===== src/rtl/vend_pkg.sv =====
package vend_pkg;

  localparam int SEG_W = 7;

  // Active-low gfedcba pattern for a decimal digit; anything above 9 is blank.
  function automatic logic [SEG_W-1:0] seg_code_n(input logic [3:0] digit);
    logic [SEG_W-1:0] lit;
    case (digit)
      4'd0: lit = 7'h3F;
      4'd1: lit = 7'h06;
      4'd2: lit = 7'h5B;
      4'd3: lit = 7'h4F;
      4'd4: lit = 7'h66;
      4'd5: lit = 7'h6D;
      4'd6: lit = 7'h7D;
      4'd7: lit = 7'h07;
      4'd8: lit = 7'h7F;
      4'd9: lit = 7'h6F;
      default: lit = '0;
    endcase
    return ~lit;
  endfunction

  // Credit arithmetic is kept in coin units (one unit = 5 cents).
  function automatic int unsigned credit_sum(input int unsigned held,
                                             input int unsigned add);
    return held + add;
  endfunction

  function automatic logic reaches_price(input int unsigned sum,
                                         input int unsigned price);
    return sum >= price;
  endfunction

endpackage


===== src/rtl/coin_arbiter.sv =====
module coin_arbiter #(
  parameter int NICKEL_UNITS = 1,
  parameter int DIME_UNITS   = 2,
  parameter int UNIT_W       = 3
) (
  input  logic              clk,
  input  logic              arst_n,
  input  logic              nickel_i,
  input  logic              dime_i,
  input  logic              busy_i,
  output logic              take_o,
  output logic [UNIT_W-1:0] units_o
);

  logic take_dime;
  logic take_nickel;

  // Dime wins a same-cycle collision; nothing is taken while vending.
  assign take_dime   = dime_i & ~busy_i;
  assign take_nickel = nickel_i & ~dime_i & ~busy_i;
  assign take_o      = take_dime | take_nickel;

  always_comb begin
    units_o = '0;
    if (take_dime)        units_o = UNIT_W'(DIME_UNITS);
    else if (take_nickel) units_o = UNIT_W'(NICKEL_UNITS);
  end


  both_pick_dime_chk: assert property (@(posedge clk) disable iff (!arst_n)
    (nickel_i && dime_i && !busy_i) |-> (units_o == UNIT_W'(DIME_UNITS)));


  busy_blocks_chk: assert property (@(posedge clk) disable iff (!arst_n)
    busy_i |-> (!take_o && units_o == '0));

endmodule


===== src/rtl/credit_fsm.sv =====
module credit_fsm
  import vend_pkg::*;
#(
  parameter int PRICE_UNITS = 5,
  parameter int UNIT_W      = 3
) (
  input  logic              clk,
  input  logic              arst_n,
  input  logic              take_i,
  input  logic [UNIT_W-1:0] units_i,
  output logic              vend_o
);

  localparam int NS     = PRICE_UNITS + 1;
  localparam int VEND_B = NS - 1;

  logic [NS-1:0]          state_q;
  logic [NS-1:0]          state_d;
  logic [UNIT_W-1:0]      held_w;
  logic [UNIT_W-1:0]      sum_w;
  logic                   over_w;
  logic [PRICE_UNITS-1:0] hit_w;

  // Credit level of the active one-hot bit, in coin units.
  always_comb begin
    held_w = '0;
    for (int i = 1; i < PRICE_UNITS; i++)
      if (state_q[i]) held_w = UNIT_W'(i);
  end

  assign sum_w  = UNIT_W'(credit_sum(int'(held_w), int'(units_i)));
  assign over_w = reaches_price(int'(sum_w), PRICE_UNITS);

  genvar g;
  generate
    for (g = 0; g < PRICE_UNITS; g++) begin : g_lvl
      assign hit_w[g] = (sum_w == UNIT_W'(g));
      if (g == 0) begin : g_home
        assign state_d[g] = state_q[VEND_B] | (~take_i & state_q[g]);
      end else begin : g_mid
        assign state_d[g] = ~state_q[VEND_B] &
                            (take_i ? hit_w[g] : state_q[g]);
      end
    end
  endgenerate

  assign state_d[VEND_B] = ~state_q[VEND_B] & take_i & over_w;

  always_ff @(posedge clk or negedge arst_n) begin
    if (!arst_n) state_q <= NS'(1);
    else         state_q <= state_d;
  end

  assign vend_o = state_q[VEND_B];


  one_hot_chk: assert property (@(posedge clk) disable iff (!arst_n)
    $countones(state_q) == 1);


  vend_pulse_chk: assert property (@(posedge clk) disable iff (!arst_n)
    vend_o |=> !vend_o);


  vend_home_chk: assert property (@(posedge clk) disable iff (!arst_n)
    vend_o |=> state_q[0]);


  credit_hold_chk: assert property (@(posedge clk) disable iff (!arst_n)
    (!take_i && !vend_o) |=> $stable(state_q));


  top_level_vend_chk: assert property (@(posedge clk) disable iff (!arst_n)
    (take_i && state_q[PRICE_UNITS-1]) |=> vend_o);

endmodule


===== src/rtl/coin_counter.sv =====
module coin_counter #(
  parameter int MAX_COINS = 5,
  parameter int CNT_W     = 3
) (
  input  logic             clk,
  input  logic             arst_n,
  input  logic             take_i,
  input  logic             vend_i,
  output logic [CNT_W-1:0] count_o
);

  logic [CNT_W-1:0] count_q;

  always_ff @(posedge clk or negedge arst_n) begin
    if (!arst_n)     count_q <= '0;
    else if (vend_i) count_q <= '0;
    else if (take_i) count_q <= count_q + 1'b1;
  end

  assign count_o = count_q;


  count_step_chk: assert property (@(posedge clk) disable iff (!arst_n)
    (take_i && !vend_i) |=> (count_q == CNT_W'($past(count_q) + 1'b1)));


  count_bound_chk: assert property (@(posedge clk) disable iff (!arst_n)
    count_q <= CNT_W'(MAX_COINS));


  count_clear_chk: assert property (@(posedge clk) disable iff (!arst_n)
    vend_i |=> (count_q == '0));

endmodule


===== src/rtl/seg_encoder.sv =====
module seg_encoder
  import vend_pkg::*;
#(
  parameter int CNT_W     = 3,
  parameter int MAX_COINS = 5
) (
  input  logic             clk,
  input  logic             arst_n,
  input  logic [CNT_W-1:0] count_i,
  output logic [SEG_W-1:0] seg_n_o
);

  assign seg_n_o = seg_code_n(4'(count_i));


  digit_lit_chk: assert property (@(posedge clk) disable iff (!arst_n)
    (count_i <= CNT_W'(MAX_COINS)) |-> (seg_n_o != '1 && seg_n_o != '0));

endmodule


===== src/rtl/coin_vend_ctrl.sv =====
module coin_vend_ctrl
  import vend_pkg::*;
#(
  parameter int PRICE_UNITS  = 5,
  parameter int NICKEL_UNITS = 1,
  parameter int DIME_UNITS   = 2
) (
  input  logic             clk,
  input  logic             arst_n,
  input  logic             nickel_i,
  input  logic             dime_i,
  output logic             vend_o,
  output logic [SEG_W-1:0] seg_n_o
);

  localparam int UNIT_W    = $clog2(PRICE_UNITS + DIME_UNITS + 1);
  localparam int MAX_COINS = (PRICE_UNITS + NICKEL_UNITS - 1) / NICKEL_UNITS;
  localparam int CNT_W     = $clog2(MAX_COINS + 1);

  logic              coin_take;
  logic [UNIT_W-1:0] coin_units;
  logic              vend_state;
  logic [CNT_W-1:0]  coin_count;

  coin_arbiter #(
    .NICKEL_UNITS(NICKEL_UNITS),
    .DIME_UNITS  (DIME_UNITS),
    .UNIT_W      (UNIT_W)
  ) u_arbiter (
    .clk     (clk),
    .arst_n  (arst_n),
    .nickel_i(nickel_i),
    .dime_i  (dime_i),
    .busy_i  (vend_state),
    .take_o  (coin_take),
    .units_o (coin_units)
  );

  credit_fsm #(
    .PRICE_UNITS(PRICE_UNITS),
    .UNIT_W     (UNIT_W)
  ) u_fsm (
    .clk    (clk),
    .arst_n (arst_n),
    .take_i (coin_take),
    .units_i(coin_units),
    .vend_o (vend_state)
  );

  coin_counter #(
    .MAX_COINS(MAX_COINS),
    .CNT_W    (CNT_W)
  ) u_counter (
    .clk    (clk),
    .arst_n (arst_n),
    .take_i (coin_take),
    .vend_i (vend_state),
    .count_o(coin_count)
  );

  seg_encoder #(
    .CNT_W    (CNT_W),
    .MAX_COINS(MAX_COINS)
  ) u_seg (
    .clk    (clk),
    .arst_n (arst_n),
    .count_i(coin_count),
    .seg_n_o(seg_n_o)
  );

  assign vend_o = vend_state;

endmodule


===== config.mk =====
export PLATFORM = sky130hd
export DESIGN_NAME = coin_vend_ctrl
export DESIGN_NICKNAME = d
export VERILOG_FILES = /design/src/rtl/vend_pkg.sv /design/src/rtl/coin_arbiter.sv /design/src/rtl/credit_fsm.sv /design/src/rtl/coin_counter.sv /design/src/rtl/seg_encoder.sv /design/src/rtl/coin_vend_ctrl.sv
export SDC_FILE = /design/constraint.sdc
export NUM_CORES = 1
export LEC_CHECK = 0
export ABC_AREA = 1
export BUFFER_PORTS_ARGS = -buffer_cell sky130_fd_sc_hd__buf_4
export CAP_MARGIN = 20
export CORE_MARGIN = 3
export CORE_UTILIZATION = 36
export DETAILED_ROUTE_END_ITERATION = 6
export GPL_TIMING_DRIVEN = 0
export PLACE_DENSITY = 0.56
export SLEW_MARGIN = 20
export SYNTH_ARGS = -nofsm -noshare
export SYNTH_HDL_FRONTEND = slang
export SYNTH_HIERARCHICAL = 1
export SYNTH_SLANG_ARGS = --single-unit

===== constraint.sdc =====
create_clock -name clk -period 3.3 [get_ports clk]
set_input_delay 0 -clock clk [delete_from_list [all_inputs] [get_ports clk]]
set_output_delay 0 -clock clk [all_outputs]
set_load 0.005 [all_outputs]

# Word-level counts from Yosys, hierarchy flattened
# Memories as Yosys holds them, arrays and structs flattened.
# Index checks and enable logic that the tools add are counted.
totals:
  reg_bits: 9
  latch_bits: 0
  mem_bits_rw: 0
  romBits: 56
  inputBits: 4
  output_inout_bits: 8
  word_cells: 39
  n_memories: 1
mem_list:
  columns: ["memory", "depth", "word_bits", "rd", "rd_clocked_by_memory_dff", "write_ports", "line", "text"]
  rows:
  - ["(no name shown)", 8, 7, 1, 0, 0, "vend_pkg.sv:8", "case (digit)"]
classes:
  add_sub_neg: 2
  mul: 0
  n_div: 0
  order_cmp: 1
  eq_ne: 4
  n_shift: 0
  mux: 12
  bitwise: 16
  reduce_logical: 1
ops:
  columns: ["cell", "count"]
  rows:
  - ["$mux W3", 6]
  - ["$and A1 B1 Y1", 10]
  - ["$not A7 Y7", 1]
  - ["$eq A3 B2 Y1 const B", 2]
  - ["$mux W1", 6]
  - ["$add A3 B1 Y3 const B", 1]
  - ["$add A3 B3 Y3", 1]
  - ["$eq A3 B1 Y1 const B", 1]
  - ["$eq A3 B3 Y1 const B", 1]
  - ["$ge A3 B3 Y1 const B", 1]
  - ["$not A1 Y1", 3]
  - ["$or A1 B1 Y1", 2]
  - ["$reduce_bool A2 Y1", 1]

# Longest topological paths before layout
# Gate-level depths: netlist of the first run.
depth:
  ltp_word: 9
  ltp_mapped: 13
  mapped_depth_nobuf: 13

# By module
# Netlist of the first run, hierarchy kept.
modules_own_cells:
  columns: ["module", "instances", "cells_per_inst", "area_each_um2", "seq_area_each_um2"]
  rows:
  - ["credit_fsm", 1, 45, 341.6, 125.1]
  - ["coin_counter", 1, 17, 142.6, 75.1]
  - ["seg_encoder", 1, 21, 126.4, 0.0]
  - ["coin_arbiter", 1, 9, 45.0, 0.0]

# Worst setup path before layout of the first run
# OpenSTA, ideal clock, no wires.
synth_path:
  path_kind: "reg2reg"
  start: "register u_fsm.state_q[5]"
  end: "register u_fsm.state_q[1]"
  setup_time_ns: 0.078
  arrival_time_ns: 1.616
  required_ns: 3.222
  slack_ns: 1.606
  stages_incl_launch_ff: 9
  n_path_buf: 1
  period_less_slack_ns: 1.694
  path_cell_list: "dfrtp_1 nor2_1 buf_4 inv_1 fa_1 nand2_1 nor2_1 nand3_1 a21oi_1"
synth_via:
  elab_cells_between_ends: 10
  classes_between: "1 x add/sub; 1 x eq/ne; 3 x mux; 5 x bitwise"
synth_lines:
  columns: ["element", "line", "text"]
  rows:
  - ["start, declared", "credit_fsm.sv:17", "logic [NS-1:0] state_q;"]
  - ["start signal, assigned", "credit_fsm.sv:51", "else state_q <= state_d;"]
  - ["$not A1 Y1", "coin_arbiter.sv:19", "assign take_dime = dime_i & ~busy_i;"]
  - ["$and A1 B1 Y1", "coin_arbiter.sv:19", null]
  - ["via u_arbiter.take_dime", "coin_arbiter.sv:15", "logic take_dime;"]
  - ["$mux W3", "coin_arbiter.sv:25", "if (take_dime) units_o = UNIT_W'(DIME_UNITS);"]
  - ["via coin_units[1]", "coin_vend_ctrl.sv:21", "logic [UNIT_W-1:0] coin_units;"]
  - ["$add A3 B3 Y3", "vend_pkg.sv:27", "return held + add;"]
  - ["$eq A3 B1 Y1", "credit_fsm.sv:37", "assign hit_w[g] = (sum_w == UNIT_W'(g));"]
  - ["$mux W1", "credit_fsm.sv:42", "(take_i ? hit_w[g] : state_q[g]);"]
  - ["$and A1 B1 Y1", "credit_fsm.sv:41", "assign state_d[g] = ~state_q[VEND_B] &"]
  - ["via u_fsm.state_d[1]", "credit_fsm.sv:18", "logic [NS-1:0] state_d;"]
# The timed path passes the listed nets, and every way through them passes these cells.
# A chain may end at the register's enable or synchronous reset.

# Final worst setup path of the first run
layout_path:
  start: "register u_fsm.state_q[5]"
  end: "register u_fsm.state_q[1]"
layout_via:
  elab_chain_cells: 8
  elab_cells_between_ends: 10
  classes_between: "1 x add/sub; 1 x eq/ne; 3 x mux; 5 x bitwise"
layout_lines:
  columns: ["element", "line", "text"]
  rows:
  - ["$not A1 Y1 (*)", "coin_arbiter.sv:19, coin_arbiter.sv:20", null]
  - ["$and A1 B1 Y1", "coin_arbiter.sv:20", "assign take_nickel = nickel_i & ~dime_i & ~busy_i;"]
  - ["$mux W1", "coin_arbiter.sv:26", "else if (take_nickel) units_o = UNIT_W'(NICKEL_UNITS);"]
  - ["$mux W3 (*)", "coin_arbiter.sv:25", null]
  - ["via coin_units[0]", "coin_vend_ctrl.sv:21", null]
  - ["$add A3 B3 Y3 (*)", "vend_pkg.sv:27", null]
  - ["$eq A3 B1 Y1 (*)", "credit_fsm.sv:37", null]
  - ["$mux W1 (*)", "credit_fsm.sv:42", null]
  - ["$and A1 B1 Y1 (*)", "credit_fsm.sv:41", null]
  - ["via u_fsm.state_d[1]", "credit_fsm.sv:18", null]
# The timed path passes the listed nets; every way through them passes the cells marked *.

==> results of run 1 <==
through the flow:
stage	cells	util	hold slack (ns)	setup WS [ns]
2_1_floorplan	92	-	-0.2956	1.606
4_1_cts	131	0.4969	0.08794	1.455
6_report	131	0.4969	0.08517	1.483
3_5_place_dp	127	0.4767	-0.1737	1.463
3_3_place_gp	127	0.4767	-0.1732	1.479
5_1_grt	131	0.4969	0.1073	1.244
sequential cells by signal, indices dropped and copies added, names as in the netlist:
signal and count:
u_counter/count_o 3, u_fsm/state_q 5
placed cells by master, fill, tap and decap left out:
cell type      instances
a21oi_1                7
a21oi_2                1
buf_4                 13
clkbuf_4               3
clkinv_1               1
conb_1                 1
dfrtp_1                8
dlygate4sd3_1          1
fa_1                   1
ha_1                   7
inv_1                 15
inv_2                  4
nand2_1               14
nand2_2                3
nand3_1                9
nand3_2                1
nor2_1                11
nor3_2                 1
o21a_1                 1
o21ai_0                4
o21ai_1                1
per-layer routing:
layer,vias up,global-route usage,part of all wire
li1,316,-,-
met5,-,0,0
met3,3,0.02147,0.058
met2,18,0.1900,0.46
met1,279,0.1591,0.46
met4,0,0.07109,0.022
final cells by class:
cell class,instances,area share
Buffer,2,0.01875
Tap cell,24,0.03750
Clock buffer,3,0.02812
Inverter,20,0.09375
Sequential cell,8,0.2500
Multi-Input combinational cell,62,0.4562
Timing Repair Buffer,12,0.1156
worst paths after layout:
kind | to | from | cells past startpoint | slack [ns]
worst max-delay path | u_fsm/state_q[1]$_DFF_PN0_ | u_fsm/state_q[5]$_DFF_PN0_ | 8 | 1.48
worst min register to register | u_fsm/state_q[1]$_DFF_PN0_ | u_fsm/state_q[1]$_DFF_PN0_ | 2 | 0.54
max in group asynchronous | u_counter/count_o[2]$_DFFE_PN0P_ | arst_n | 2 | 3.08
worst min-delay path | u_fsm/state_q[3]$_DFF_PN0_ | arst_n | 2 | 0.09
worst max register to register | u_fsm/state_q[1]$_DFF_PN0_ | u_fsm/state_q[5]$_DFF_PN0_ | 8 | 1.48
min in group clk | u_fsm/state_q[3]$_DFF_PN0_ | nickel_i | 3 | 0.33
repair_timing:
item | 4_1_cts | 5_1_grt
hold buffers | 1 | 0
setup buffers | 0 | 0
endpoints found under the hold margin | 8 | 0
power by group:
group / switching (uW) / internal, uW
sequential: 59.2 / 139
clock: 35.6 / 41.8
combinational: 226 / 210
cells by family after synthesis:
logic type,share of synthesized area
buffers and inverters,0.1374
AND/OR/NAND/NOR,0.2710
AO/OA/AOI/OAI,0.1164
flip-flops,0.3053
adder cells (fa/ha/maj),0.1641
other,0.005720
==> impl_metrics.toml, run 1 <==
[clock_tree]
root_buffer = "clkbuf_4"
cts.reportedPaths.clkPinSlew_ns = 0.06
clockBufferDepth = 2
cts_resized = 0
numCtsBuffers = 3
cts_sinks = 8
cts_tree = "done"
clkLatencyLatePin_ns = 0.26
cts_max_level = 1

[finish]
fill_cells = 168
drive_gt1_frac = 0.2430
nNetsFinal = 121
area_growth_pct = 22.14
stdcell_area_sq_um = 800.8
n_antenna_cell = 0
seqCellArea_sq_um = 200.2
multi_input_area_sq_um = 365.4

[timing]
setup_viol = 0
finClkSkew_ns = 0.008928
hold_viol = 0
max_freq_ghz = 0.5502
tns_ns = 0
min_period_ns = 1.817
timing.final.crit_share = 0.5507
slew_violations = 0
rsz0062_at_grt = "no"

[logic_synthesis]
avgSynthCellArea_sq_um = 7.126
synthTopCellsByCount = "15 x inv_1, 14 x nand2_1, 11 x nor2_1"
synth_largest_area_cell = "dfrtp_1"
synth_most_common_cell = "inv_1"
ys_ff_latch = 8
synth_top_area_share = 0.3053
synth_fp_nets = 104
ys_warn_count = 6
synth.area.top_cells = "dfrtp_1 31%, ha_1 13%, inv_1 8.6%"
synth_cell_types = 19
synth_edf_count = 0
syn_inst = 92
yosysSeqAreaShare = 0.3053
dominantRegCellSynth = "dfrtp_1"
synth.cell_area_sq_um = 655.6
async_flop_share = 1.000

[power]
leakage_uw = 0.0004348
pwr_density_cell_nw_per_um2 = 888.7
peakVddDrop_v = 0.0003753
p_total_uw = 711.7

[drt]
drtIter0Drc = 21
dr_total_vias = 616
viasPerCell = 4.702
wl_per_cell_um = 9.435
drt_wl_total_um = 1236
drtAntennaViolNets = 0
drcViolationCount = 0
drt-pass1-iter-count = 4

[worst_setup_path]
cp_cell_sequence = "nor2_1 > ha_1 > inv_1 > fa_1 > nand2_1 > nor2_1 > nand3_1 > a21oi_1"
critical_path_class = "register to register"
slowest_stage = "fa_1"
crit_family = "adder cells"
path_buf_inv = 1
crit_path_start_kind = "register"
arrival_ns = 2.01
cp_data_required_time_ns = 3.49
endpoint_kind = "register"
cp_max_fo = 9
cp_common_cell = "nor2_1"
cp_slowest_stage_delay_ns = 0.56

[global_route]
antenna_found_initial = 0
track_usage = 0.1227
grt_max_degree = 12
grt_pass1_wl_um = 2318
overflow = 0
first_global_vias = 567

[die]
core_area_sq_um = 1612
rows = 14
die_width_um = 48.68
start_util = 0.4068
die-area_sq_um = 2369
ios = 12
dieHeight_um = 48.68

[status]
outcome = "complete, no violations"

[hold_path]
hp-class = "input port to async pin"

[placement]
hpwlAfterDp_um = 991.9
gp_congestion = 0.7744
placed_area_sq_um = 768.2
port_buffers = 11

[job]
cap_violations = 0
No activity file was read; power rests on OpenSTA's default activity.
==> inputs of run 2 (changes only) <==
--- a/config.mk
+++ b/config.mk
@@ -12,7 +12,7 @@
 export CORE_UTILIZATION = 36
 export DETAILED_ROUTE_END_ITERATION = 6
 export GPL_TIMING_DRIVEN = 0
-export PLACE_DENSITY = 0.56
+export PLACE_DENSITY = 0.58
 export SLEW_MARGIN = 20
 export SYNTH_ARGS = -nofsm -noshare
 export SYNTH_HDL_FRONTEND = slang
==> constraint.sdc (replaced) <==
create_clock -name clk -period 1.55 [get_ports clk]
set_input_delay 0 -clock clk [delete_from_list [all_inputs] [get_ports clk]]
set_output_delay 0 -clock clk [all_outputs]
set_load 0.005 [all_outputs]
==> impl_metrics.toml, run 2 (synthesized netlist as in run 1, its figures left out) <==
[job]
cap_violations = 0

[drt]
drcViolationCount = 0
drt_wl_total_um = 1279
wl_per_cell_um = 9.268
dr_total_vias = 603
viasPerCell = 4.370
drt-pass1-iter-count = 4
drtAntennaViolNets = 0
drtIter0Drc = 19

[finish]
fin_cells = 138
largest_register = "u_fsm/state_q"
drive_gt1_frac = 0.3421
fill_cells = 163
final_common_cell = "buf_4"
largest_register_ffs = 5
nNetsFinal = 127
n_antenna_cell = 0
area_growth_pct = 31.68
layout_common_cells = "19 x buf_4, 14 x inv_1, 14 x nand2_1, 11 x nor2_1, 9 x nand3_1"

[power]
clkPwrFrac = 0.101
leakage_uw = 0.0004640
seqPwrFrac = 0.248
power.switching_uw = 723.1
pwr_density_cell_nw_per_um2 = 1943
swShare = 0.4311
p_total_uw = 1677
internal_power_uw = 954.4
peakVddDrop_v = 0.0009703
comb_power_share = 0.650

[placement]
port_buffers = 11
hpwlAfterDp_um = 945.3
dp.cells = 127
pre_cts_ws_ns = -0.2401
gp_congestion = 0.7390

[global_route]
overflow = 0
grt_pass1_wl_um = 2056
grt_max_degree = 12
track_usage = 0.1092
antenna_found_initial = 0
first_global_vias = 495

[timing]
finClkSkew_ns = 0.001928
min_period_ns = 1.827
max_freq_ghz = 0.5474
setup_viol = 5
rsz0062_at_grt = "yes"
timing.final.crit_share = 1.179
hold_viol = 0
slew_violations = 0
setup_ws_ns = -0.2770

[clock_tree]
cts_sinks = 8
cts_tree = "done"
numCtsBuffers = 3
cts.reportedPaths.clkPinSlew_ns = 0.06
cts_max_level = 1
root_buffer = "clkbuf_4"
clockBufferDepth = 2
clkLatencyLatePin_ns = 0.25

[worst_setup_path]
ff2ff_setup_slack_ns = -0.28
critical_path_class = "register to register"
r2r-start = "u_fsm/state_q[2]$_DFF_PN0_"
arrival_ns = 2.01
reg2reg_depth = 10
cp_data_required_time_ns = 1.73
crit_path_start_kind = "register"
cp_max_fo = 3
worstReg2RegEnd = "u_fsm/state_q[2]$_DFF_PN0_"
endpoint_kind = "register"

[die]
rows = 14
dieHeight_um = 48.68
start_util = 0.4068
core_area_sq_um = 1612
die_width_um = 48.68
ios = 12
die-area_sq_um = 2369

[status]
outcome = "finished with violations"
violations = "setup timing"

[hold_path]
hp-class = "input port to async pin"
[run 2: cell count changes in the layout (fill, tap and decap cells not counted), moves of 2 or more]
cell and delta:
a21oi_2 +2, dfrtp_1 -3, a21oi_1 -2, buf_4 +6, dfrtp_2 +3
[run 2: worst max path at each step]
stage / startpoint / to / depth (start not counted)
after detailed placement: u_fsm/state_q[5]$_DFF_PN0_ / u_fsm/state_q[1]$_DFF_PN0_ / 8
after global routing: u_fsm/state_q[2]$_DFF_PN0_ / u_fsm/state_q[1]$_DFF_PN0_ / 10
after floorplan: u_fsm/state_q[5]$_DFF_PN0_ / u_fsm/state_q[1]$_DFF_PN0_ / 8
after global placement: u_fsm/state_q[5]$_DFF_PN0_ / u_fsm/state_q[1]$_DFF_PN0_ / 8
after CTS: u_fsm/state_q[2]$_DFF_PN0_ / u_fsm/state_q[1]$_DFF_PN0_ / 10
final: u_fsm/state_q[2]$_DFF_PN0_ / u_fsm/state_q[2]$_DFF_PN0_ / 10
[run 2: power by group through the flow]
stage          Combinational [uW]  Clock (uW)  Sequential [uW]
2_1_floorplan                 639           0              394
3_3_place_gp                  940           0              426
3_5_place_dp                  947           0              428
4_1_cts                       993         177              412
5_1_grt                      1230         196              436
6_report                     1090         170              417
[run 2: cell type report]
| cell class | count | area (sq um) | area share |
|---|---|---|---|
| plain buffers | 2 | 15.01 | 0.01739 |
| clock buffers | 4 | 26.28 | 0.03043 |
| inverters | 20 | 75.07 | 0.08696 |
| multi-input cells | 62 | 375.4 | 0.4348 |
| flip-flops and latches | 8 | 203.9 | 0.2362 |
| well taps | 24 | 30.03 | 0.03478 |
| repair buffers | 18 | 137.6 | 0.1594 |
[run 2: layer usage]
layer / track usage / vias to the layer above / routed length, um / share of wire
met4: 0.05687 / 0 / 0 / 0
met1: 0.1445 / 258 / 643 / 0.50
li1: - / 327 / - / -
met3: 0.02147 / 0 / 63 / 0.049
met5: 0 / - / 0 / 0
met2: 0.1674 / 18 / 572 / 0.45
[run 2: stage by stage]
stage,TNS [ns],hold WS (ns),area [sq um],utilization
2_1_floorplan,-0.3062,-0.2956,659.4,-
3_3_place_gp,-0.8109,-0.1780,772.0,0.4790
3_5_place_dp,-0.8409,-0.1782,772.0,0.4790
4_1_cts,-0.8869,0.08724,823.3,0.5109
5_1_grt,-1.828,0.09306,863.3,0.5357
6_report,-1.341,0.09384,863.3,0.5357
[run 2: critical path: stages (launching register included)]
cell     delay [ns]
dfrtp_1        0.39
inv_1          0.06
a21oi_1        0.05
nor2_1         0.09
ha_1           0.16
inv_2          0.04
fa_2           0.49
buf_4          0.15
nor3_2         0.10
nand3_1        0.11
a21oi_2        0.12
[run 2: repair_timing]
item / CTS / global route
pin swaps: 0 / 2
endpoints found under the hold margin: 8 / 0
hold buffers: 1 / 0
setup buffers: 2 / 4
setup endpoints to repair: 5 / 6
gates resized for setup: 0 / 5
